<file path="config.mk">
export PLATFORM = sky130hd
export DESIGN_NAME = irq_prio_ctrl
export DESIGN_NICKNAME = d
export VERILOG_FILES = /design/src/rtl/irq_pkg.sv /design/src/rtl/irq_flag_bank.sv /design/src/rtl/irq_pri_regs.sv /design/src/rtl/irq_arbiter.sv /design/src/rtl/irq_prio_ctrl.sv
export SDC_FILE = /design/constraint.sdc
export NUM_CORES = 1
export LEC_CHECK = 0
export ABC_CLOCK_PERIOD_IN_PS = 55800
export BUFFER_PORTS_ARGS = -buffer_cell sky130_fd_sc_hd__buf_2
export CAP_MARGIN = 20
export CORE_ASPECT_RATIO = 0.8
export CORE_MARGIN = 3
export CORE_UTILIZATION = 30
export DETAILED_ROUTE_END_ITERATION = 12
export GPL_TIMING_DRIVEN = 0
export PLACE_DENSITY = 0.41
export SLEW_MARGIN = 20
export SYNTH_ARGS = -nofsm -noshare
export SYNTH_HDL_FRONTEND = slang
export SYNTH_HIERARCHICAL = 1
export SYNTH_SLANG_ARGS = --single-unit
</file>
<file path="constraint.sdc">
create_clock -name clk_i -period 55.8 [get_ports clk_i]
set_input_delay 8.37 -clock clk_i [delete_from_list [all_inputs] [get_ports clk_i]]
set_output_delay 8.37 -clock clk_i [all_outputs]
set_load 0.05 [all_outputs]
</file>
<file path="src/rtl/irq_pkg.sv">
package irq_pkg;
  typedef logic [2:0] lvl_t;
  typedef logic [7:0] vec_t;
  localparam lvl_t LVL_FIXED   = 3'd7;
  localparam int   CH_VEC_OFS  = 3;   // vector of maskable channel k = k + 3
endpackage

</file>
<file path="src/rtl/irq_flag_bank.sv">
module irq_flag_bank #(
  parameter int N_IDX = 38
) (
  input  logic             clk_i,
  input  logic             rst_ni,
  input  logic [N_IDX-1:0] set_i,
  input  logic [N_IDX-1:0] clr_i,
  output logic [N_IDX-1:0] flag_o
);
  for (genvar g = 0; g < N_IDX; g++) begin : g_flag
    logic flag_q;
    always_ff @(posedge clk_i or negedge rst_ni) begin
      if (!rst_ni)        flag_q <= 1'b0;
      else if (set_i[g])  flag_q <= 1'b1;   // set beats clear
      else if (clr_i[g])  flag_q <= 1'b0;
    end
    assign flag_o[g] = flag_q;

    assert_set_wins_R11: assert property (@(posedge clk_i) disable iff (!rst_ni)
      set_i[g] |=> flag_o[g]);
    // covers R7, R8 and R10 clear paths
    assert_clear_R7: assert property (@(posedge clk_i) disable iff (!rst_ni)
      (clr_i[g] && !set_i[g]) |=> !flag_o[g]);
  end
endmodule

</file>
<file path="src/rtl/irq_pri_regs.sv">
module irq_pri_regs
  import irq_pkg::*;
#(
  parameter int N_SRC  = 36,
  parameter int N_DMA  = 4,
  parameter int ADDR_W = 5
) (
  input  logic                 clk_i,
  input  logic                 rst_ni,
  input  logic                 wr_en_i,
  input  logic [ADDR_W-1:0]    addr_i,
  input  logic [7:0]           wdata_i,
  input  logic [N_SRC-1:0]     flag_i,
  output lvl_t [N_SRC-1:0]     lvl_o,
  output vec_t [N_DMA-1:0]     dma_vec_o,
  output logic                 clr_cmd_o,
  output vec_t                 clr_vec_o,
  output logic [7:0]           rdata_o
);
  localparam int PRI_BYTES = N_SRC / 2;
  localparam int CLR_ADDR  = PRI_BYTES + N_DMA;

  lvl_t [N_SRC-1:0] lvl_q;
  vec_t [N_DMA-1:0] dvec_q;

  always_ff @(posedge clk_i or negedge rst_ni) begin
    if (!rst_ni) begin
      lvl_q  <= '0;
      dvec_q <= '0;
    end else if (wr_en_i) begin
      for (int b = 0; b < PRI_BYTES; b++) begin
        if (addr_i == ADDR_W'(b)) begin
          lvl_q[2*b]   <= wdata_i[2:0];
          lvl_q[2*b+1] <= wdata_i[6:4];
        end
      end
      for (int j = 0; j < N_DMA; j++) begin
        if (addr_i == ADDR_W'(PRI_BYTES + j)) dvec_q[j] <= wdata_i;
      end
    end
  end

  always_comb begin
    rdata_o = '0;
    for (int b = 0; b < PRI_BYTES; b++) begin
      if (addr_i == ADDR_W'(b))
        rdata_o = {flag_i[2*b+1], lvl_q[2*b+1], flag_i[2*b], lvl_q[2*b]};
    end
    for (int j = 0; j < N_DMA; j++) begin
      if (addr_i == ADDR_W'(PRI_BYTES + j)) rdata_o = dvec_q[j];
    end
  end

  assign clr_cmd_o = wr_en_i && (addr_i == ADDR_W'(CLR_ADDR));
  assign clr_vec_o = wdata_i;
  assign lvl_o     = lvl_q;
  assign dma_vec_o = dvec_q;
endmodule

</file>
<file path="src/rtl/irq_arbiter.sv">
module irq_arbiter
  import irq_pkg::*;
#(
  parameter int N_IDX = 38
) (
  input  logic             clk_i,
  input  logic             rst_ni,
  input  lvl_t [N_IDX-1:0] eff_lvl_i,
  output lvl_t             level_o,
  output vec_t             vec_o
);
  localparam int IDX_W = $clog2(N_IDX);

  lvl_t             best_lvl;
  logic [IDX_W-1:0] best_idx;

  // strict compare keeps the lowest index on ties
  always_comb begin
    best_lvl = '0;
    best_idx = '0;
    for (int i = 0; i < N_IDX; i++) begin
      if (eff_lvl_i[i] > best_lvl) begin
        best_lvl = eff_lvl_i[i];
        best_idx = IDX_W'(i);
      end
    end
  end

  always_ff @(posedge clk_i or negedge rst_ni) begin
    if (!rst_ni) begin
      level_o <= '0;
      vec_o   <= '0;
    end else begin
      level_o <= best_lvl;
      vec_o   <= (best_lvl != '0) ? vec_t'(best_idx) + 8'd1 : '0;
    end
  end

  assert_idle_pair_R4: assert property (@(posedge clk_i) disable iff (!rst_ni)
    (level_o == '0) == (vec_o == '0));
endmodule

</file>
<file path="src/rtl/irq_prio_ctrl.sv">
module irq_prio_ctrl
  import irq_pkg::*;
#(
  parameter int N_SRC  = 36,
  parameter int N_DMA  = 4,
  parameter int ADDR_W = $clog2(N_SRC / 2 + N_DMA + 1)
) (
  input  logic              clk_i,
  input  logic              rst_ni,
  input  logic [N_SRC-1:0]  req_i,
  input  logic              nmi_i,
  input  logic              wdt_i,
  input  logic              wr_en_i,
  input  logic [ADDR_W-1:0] addr_i,
  input  logic [7:0]        wdata_i,
  output logic [7:0]        rdata_o,
  input  logic              ack_i,
  output logic [2:0]        level_o,
  output logic [7:0]        vec_o,
  output logic [N_DMA-1:0]  dma_req_o,
  input  logic [N_DMA-1:0]  dma_ack_i,
  input  logic [N_DMA-1:0]  dma_end_i
);
  localparam int N_IDX = N_SRC + 2;  // idx 0 NMI, 1 watchdog, 2+k channel k

  logic [N_IDX-1:0] flag, set_v, clr_v;
  lvl_t [N_SRC-1:0] lvl;
  vec_t [N_DMA-1:0] dma_vec;
  lvl_t [N_IDX-1:0] eff_lvl;
  logic [N_SRC-1:0] steer, dma_clr;
  logic             clr_cmd;
  vec_t             clr_vec;

  irq_pri_regs #(.N_SRC(N_SRC), .N_DMA(N_DMA), .ADDR_W(ADDR_W)) u_regs (
    .clk_i, .rst_ni, .wr_en_i, .addr_i, .wdata_i,
    .flag_i(flag[N_IDX-1:2]), .lvl_o(lvl), .dma_vec_o(dma_vec),
    .clr_cmd_o(clr_cmd), .clr_vec_o(clr_vec), .rdata_o
  );

  always_comb begin
    steer     = '0;
    dma_clr   = '0;
    dma_req_o = '0;
    for (int k = 0; k < N_SRC; k++) begin
      for (int j = 0; j < N_DMA; j++) begin
        if (dma_vec[j] == vec_t'(k + CH_VEC_OFS)) begin
          steer[k] = 1'b1;
          if (dma_ack_i[j] || dma_end_i[j]) dma_clr[k] = 1'b1;
          if (flag[k+2]) dma_req_o[j] = 1'b1;
        end
      end
    end
  end

  always_comb begin
    eff_lvl[0] = flag[0] ? LVL_FIXED : '0;
    eff_lvl[1] = flag[1] ? LVL_FIXED : '0;
    for (int k = 0; k < N_SRC; k++) begin
      eff_lvl[k+2] = (flag[k+2] && !steer[k] && lvl[k] != '0 && lvl[k] != LVL_FIXED)
                     ? lvl[k] : '0;
    end
  end

  assign set_v = {req_i, wdt_i, nmi_i};

  always_comb begin
    for (int i = 0; i < N_IDX; i++) begin
      clr_v[i] = (ack_i && vec_o == vec_t'(i + 1)) || (clr_cmd && clr_vec == vec_t'(i + 1));
    end
    for (int k = 0; k < N_SRC; k++) clr_v[k+2] = clr_v[k+2] || dma_clr[k];
  end

  irq_flag_bank #(.N_IDX(N_IDX)) u_flags (
    .clk_i, .rst_ni, .set_i(set_v), .clr_i(clr_v), .flag_o(flag)
  );

  irq_arbiter #(.N_IDX(N_IDX)) u_arb (
    .clk_i, .rst_ni, .eff_lvl_i(eff_lvl), .level_o, .vec_o
  );

  assert_fixed_top_R6: assert property (@(posedge clk_i) disable iff (!rst_ni)
    (level_o == LVL_FIXED) |-> (vec_o == 8'd1 || vec_o == 8'd2));
endmodule

</file>
==> summary.md <==
| Metric | Value |
|---|---|
| Crit start category | `register` |
| Remaining Overflow, GRT | `0` |
| Vias | `23000` |
| Final routed wire length divided by cell count | `32.8 um` |
| Max-capacitance violation count | `0` |
| Met2 wirelength from detailed routing | `48500 um` |
| Worst EP arrival | `52810 ps` |
| Min Hold Slack | `483 ps` |
| Xor/xnor share of the synthesized area | `0.000842` |
| Capture endpoint of the worst hold path | `u_flags/g_flag[11].flag_q` |
| Core ar. | `68000 um^2` |
| Synthesized area divided by synthesized cell count | `8.02 um^2` |
| I/O pin cnt | `86` |
| Adder-cell share of the synthesized area | `0.0674` |
| Number of global-route vias before repair | `21900` |
| Share of cells above drive strength 1 | `0.182` |
| Maximum number of pins on one net before global-route repair | `69` |
| Layout overhead on the synthesized area | `11.5%` |
| Netlist cell types | `110` |
| Num CTS Buffers | `17` |
| Top_reg_cell synth | `dfrtp_1` |
| Min cycle time layout | `52450 ps` |
| Count of state elements after synthesis | `188` |
| Total routing resource utilization after global routing | `0.318` |
| Depth of the most critical reg-to-reg path | `219` |
| Final worst-path setup slack | `3350 ps` |
| Slew Limit Headroom | `0.266` |
| Hold Path Cell Cnt | `1` |
| Level count of the clock H-tree | `4` |
| Clock Latency Late Sink | `520 ps` |
| Final setup violation count | `0` |
| Launch instance of the worst min-delay path | `u_flags/g_flag[11].flag_q` |
| Proportion of synthesized area in mux cells | `0.122` |
| Overall die area | `72600 um^2` |
| Area of the multi-input gates | `14900 um^2` |
| Post-Synth Simple-Gate Area | `0.270` |
| Standard-cell row count | `85` |
| Post-route clock period utilization | `0.940` |
| Final Cell Area | `23200 um^2` |
| Post-synthesis compound-gate area fraction | `0.248` |
| Die extent in x | `300 um` |
| Summed instance area of the synthesized netlist | `20800 um^2` |
| Number of enable flip-flop cells after synthesis | `0` |
| Slowest-stage cell, CP | `dfrtp_1` |
| Summed negative setup slack over all endpoints | `0 ps` |
| Number of post-CTS setup repair buffers | `0` |
| Critical path start-end classification | `reg2reg` |
| Via count normalized by instance count | `6.32` |
| Largest stage delay, worst path | `560 ps` |
| Crit-path most repeated cell | `ha_1` |
| Worst slack at placement | `1540 ps` |
| Type of element capturing the critical path | `register` |
| Die boundary height | `242 um` |
| Worst clock skew on the final layout | `17.1 ps` |
| Number of DRC markers in iteration 0 | `3084` |
| Hold violation count in the final report | `0` |
| Run status | `completed` |
| Metal1 wirelength | `55300 um` |
| Peak fanout along the critical path | `11` |
| Instance count of the mapped netlist | `2595` |
| Fraction of the yosys area taken by sequential cells | `0.226` |
| Clock Tree Buf Depth | `2` |
| Final weighted congestion in routability-driven placement | `1.05` |
| Worst Path Required | `56150 ps` |
| Fill cell instance count of the final layout | `7275` |
| Initial DRT Pass Iterations | `6` |
| Detailed Place HPWL | `95800 um` |
| Final Max Tran Viols | `0` |
| Final ANT Viol Nets | `0` |
| Initial standard-cell utilization of the core | `0.306` |
| Clock-pin slew reported for the worst setup and hold paths after clock tree synthesis | `80 ps` |
| Routed wire length | `119000 um` |
| Reg2Reg Capture Point | `u_arb/vec_o[5]` |
| Transition time at the pin with the least slew margin | `1100 ps` |
| Cell Area, Placed | `22500 um^2` |
| Class of the worst hold path | `reg2reg` |
| Nets | `2878` |
| First-pass GRT wire length | `166000 um` |
| Syn. warnings | `6` |
| Clock tree from TritonCTS | `done` |
| Largest family of logic cells by synthesized area | `simple AND/OR/NAND/NOR gates` |
| Beginning of the worst register-to-register path | `u_regs/dma_vec_o[27]` |
| Uppermost layer routed | `met5` |
| TritonCTS Sinks | `188` |
| Master cell of the clock root buffer | `clkbuf_16` |
| Number of antenna violations at the first check in global routing | `7` |
| Achievable clock frequency | `19.1 MHz` |
| Detailed-route DRC error count | `0` |
| Count of port buffers added during placement | `83` |
| Routed length on met3 | `11300 um` |
| Setup slack of the worst register-to-register path | `3350 ps` |
| Storage cell area | `4700 um^2` |
| Fraction of registers with async set/reset | `1.00` |
layer usage:
layer / global-route usage / vias up
li1: - / 9936
met3: 0.0857 / 207
met2: 0.447 / 1251
met4: 0.105 / 6
met1: 0.466 / 11600
met5: 0 / -
logic make-up (layout without fill, tap and decap cells):
| kind of cell | after synthesis | in the layout |
|---|---|---|
| other | 1 | 6 |
| adder cells (fa/ha/maj) | 112 | 112 |
| buffers and inverters | 296 | 416 |
| AO/OA/AOI/OAI | 722 | 722 |
| XOR/XNOR | 2 | 2 |
| AND/OR/NAND/NOR | 1049 | 1049 |
| flip-flops | 188 | 188 |
| multiplexers | 225 | 225 |
worst max path at each step:
stage,endpoint,from
4_1_cts,u_arb/vec_o[5],u_regs/dma_vec_o[0]
6_report,u_arb/vec_o[5],u_regs/dma_vec_o[27]
2_1_floorplan,u_arb/vec_o[5],u_regs/dma_vec_o[0]
3_5_place_dp,u_arb/vec_o[5],u_regs/dma_vec_o[0]
5_1_grt,u_arb/vec_o[5],u_regs/dma_vec_o[0]
3_3_place_gp,u_arb/vec_o[5],u_regs/dma_vec_o[0]
flip-flops by register name (all words and copies together), names as in the netlist:
name                   cells
u_regs/lvl_o             108
u_arb/vec_o                7
u_flags/g_flag.flag_q     38
u_regs/dma_vec_o          32
u_arb/level_o              3
Yosys cell counts, drive strengths merged, types with 9 or more instances:
| master | number | area, um^2 |
|---|---|---|
| nor3 | 61 | 310 |
| nand2b | 44 | 278 |
| o31ai | 9 | 67.6 |
| or3 | 53 | 347 |
| a32oi | 31 | 298 |
| o211ai | 24 | 185 |
| clkbuf | 71 | 267 |
| o2111ai | 13 | 114 |
| a211oi | 32 | 250 |
| nor4b | 9 | 91.3 |
| o221ai | 28 | 245 |
| a311oi | 9 | 78.8 |
| nand4 | 16 | 100 |
| o21a | 21 | 158 |
| nor4 | 12 | 81.3 |
| nand2 | 204 | 773 |
| or4 | 13 | 97.6 |
| dfrtp | 188 | 4700 |
| mux2i | 46 | 460 |
| or2 | 22 | 138 |
| a221oi | 12 | 129 |
| nand3 | 121 | 611 |
| a21o | 62 | 465 |
| a22oi | 29 | 218 |
| and3 | 33 | 206 |
| and2 | 115 | 719 |
| nand3b | 26 | 215 |
| and3b | 9 | 78.8 |
| nor2 | 221 | 902 |
| mux2 | 174 | 1960 |
| nor2b | 53 | 332 |
| ha | 112 | 1400 |
| nor3b | 11 | 87.6 |
| buf | 86 | 584 |
| a31oi | 31 | 200 |
| o22ai | 99 | 619 |
| o21ai | 87 | 439 |
| inv | 139 | 522 |
| a21oi | 116 | 596 |
area by class of cell:
class,count,area share
Timing Repair Buffer,89,0.0217
Inverter,139,0.0225
Antenna cell,4,0.000432
Buffer,156,0.0368
Multi-Input combinational cell,2112,0.642
Tap cell,913,0.0493
Clock inverter,13,0.00540
Clock buffer,19,0.0191
Sequential cell,188,0.203
layout by cell type, fill, tap and decap left out, types with 21 or more instances in the layout:
cell      count
inv_1       138
a211oi_1     29
a21oi_1     107
or2_2        21
mux2_2      171
nand2_1     200
nand3b_1     23
o221ai_1     28
and3_1       33
clkbuf_1     67
and2_1      115
mux2i_1      46
o21a_1       21
a32oi_1      25
nor3_1       59
buf_4        60
ha_1        112
o211ai_1     23
nand2b_1     43
o21ai_0      79
a21o_1       62
a22oi_1      28
nor2_1      204
a31oi_1      30
nand3_1     120
dfrtp_1     188
nor2b_1      53
buf_2       105
or3_1        50
o22ai_1      99
critical path, delay by kind of cell, from the launching register on:
kind                       cells  cell delay (ps)
AOI/OAI and AO/OA             80            20390
adders and majority gates     36             9990
buffers and inverters         12             1690
DFF                            1              560
muxes                         12             3970
and+or+nand+nor               79            15590
stage by stage:
step | std cells | util
final | 3633 | 0.341
after global routing | 3629 | 0.341
after CTS | 3630 | 0.339
after detailed placement | 3598 | 0.331
after global placement | 3592 | 0.329
after floorplan | 2596 | -
timing repair:
item / in CTS / in global routing
hold endpoints to repair: 0 / 0
endpoints found under the setup margin: 0 / 9
gates resized for setup: 0 / 24
hold buffers: 0 / 0
Power is left out: the tool's default activity adds up to more than one toggle a clock period on the data nets, which glitch-free logic cannot reach.
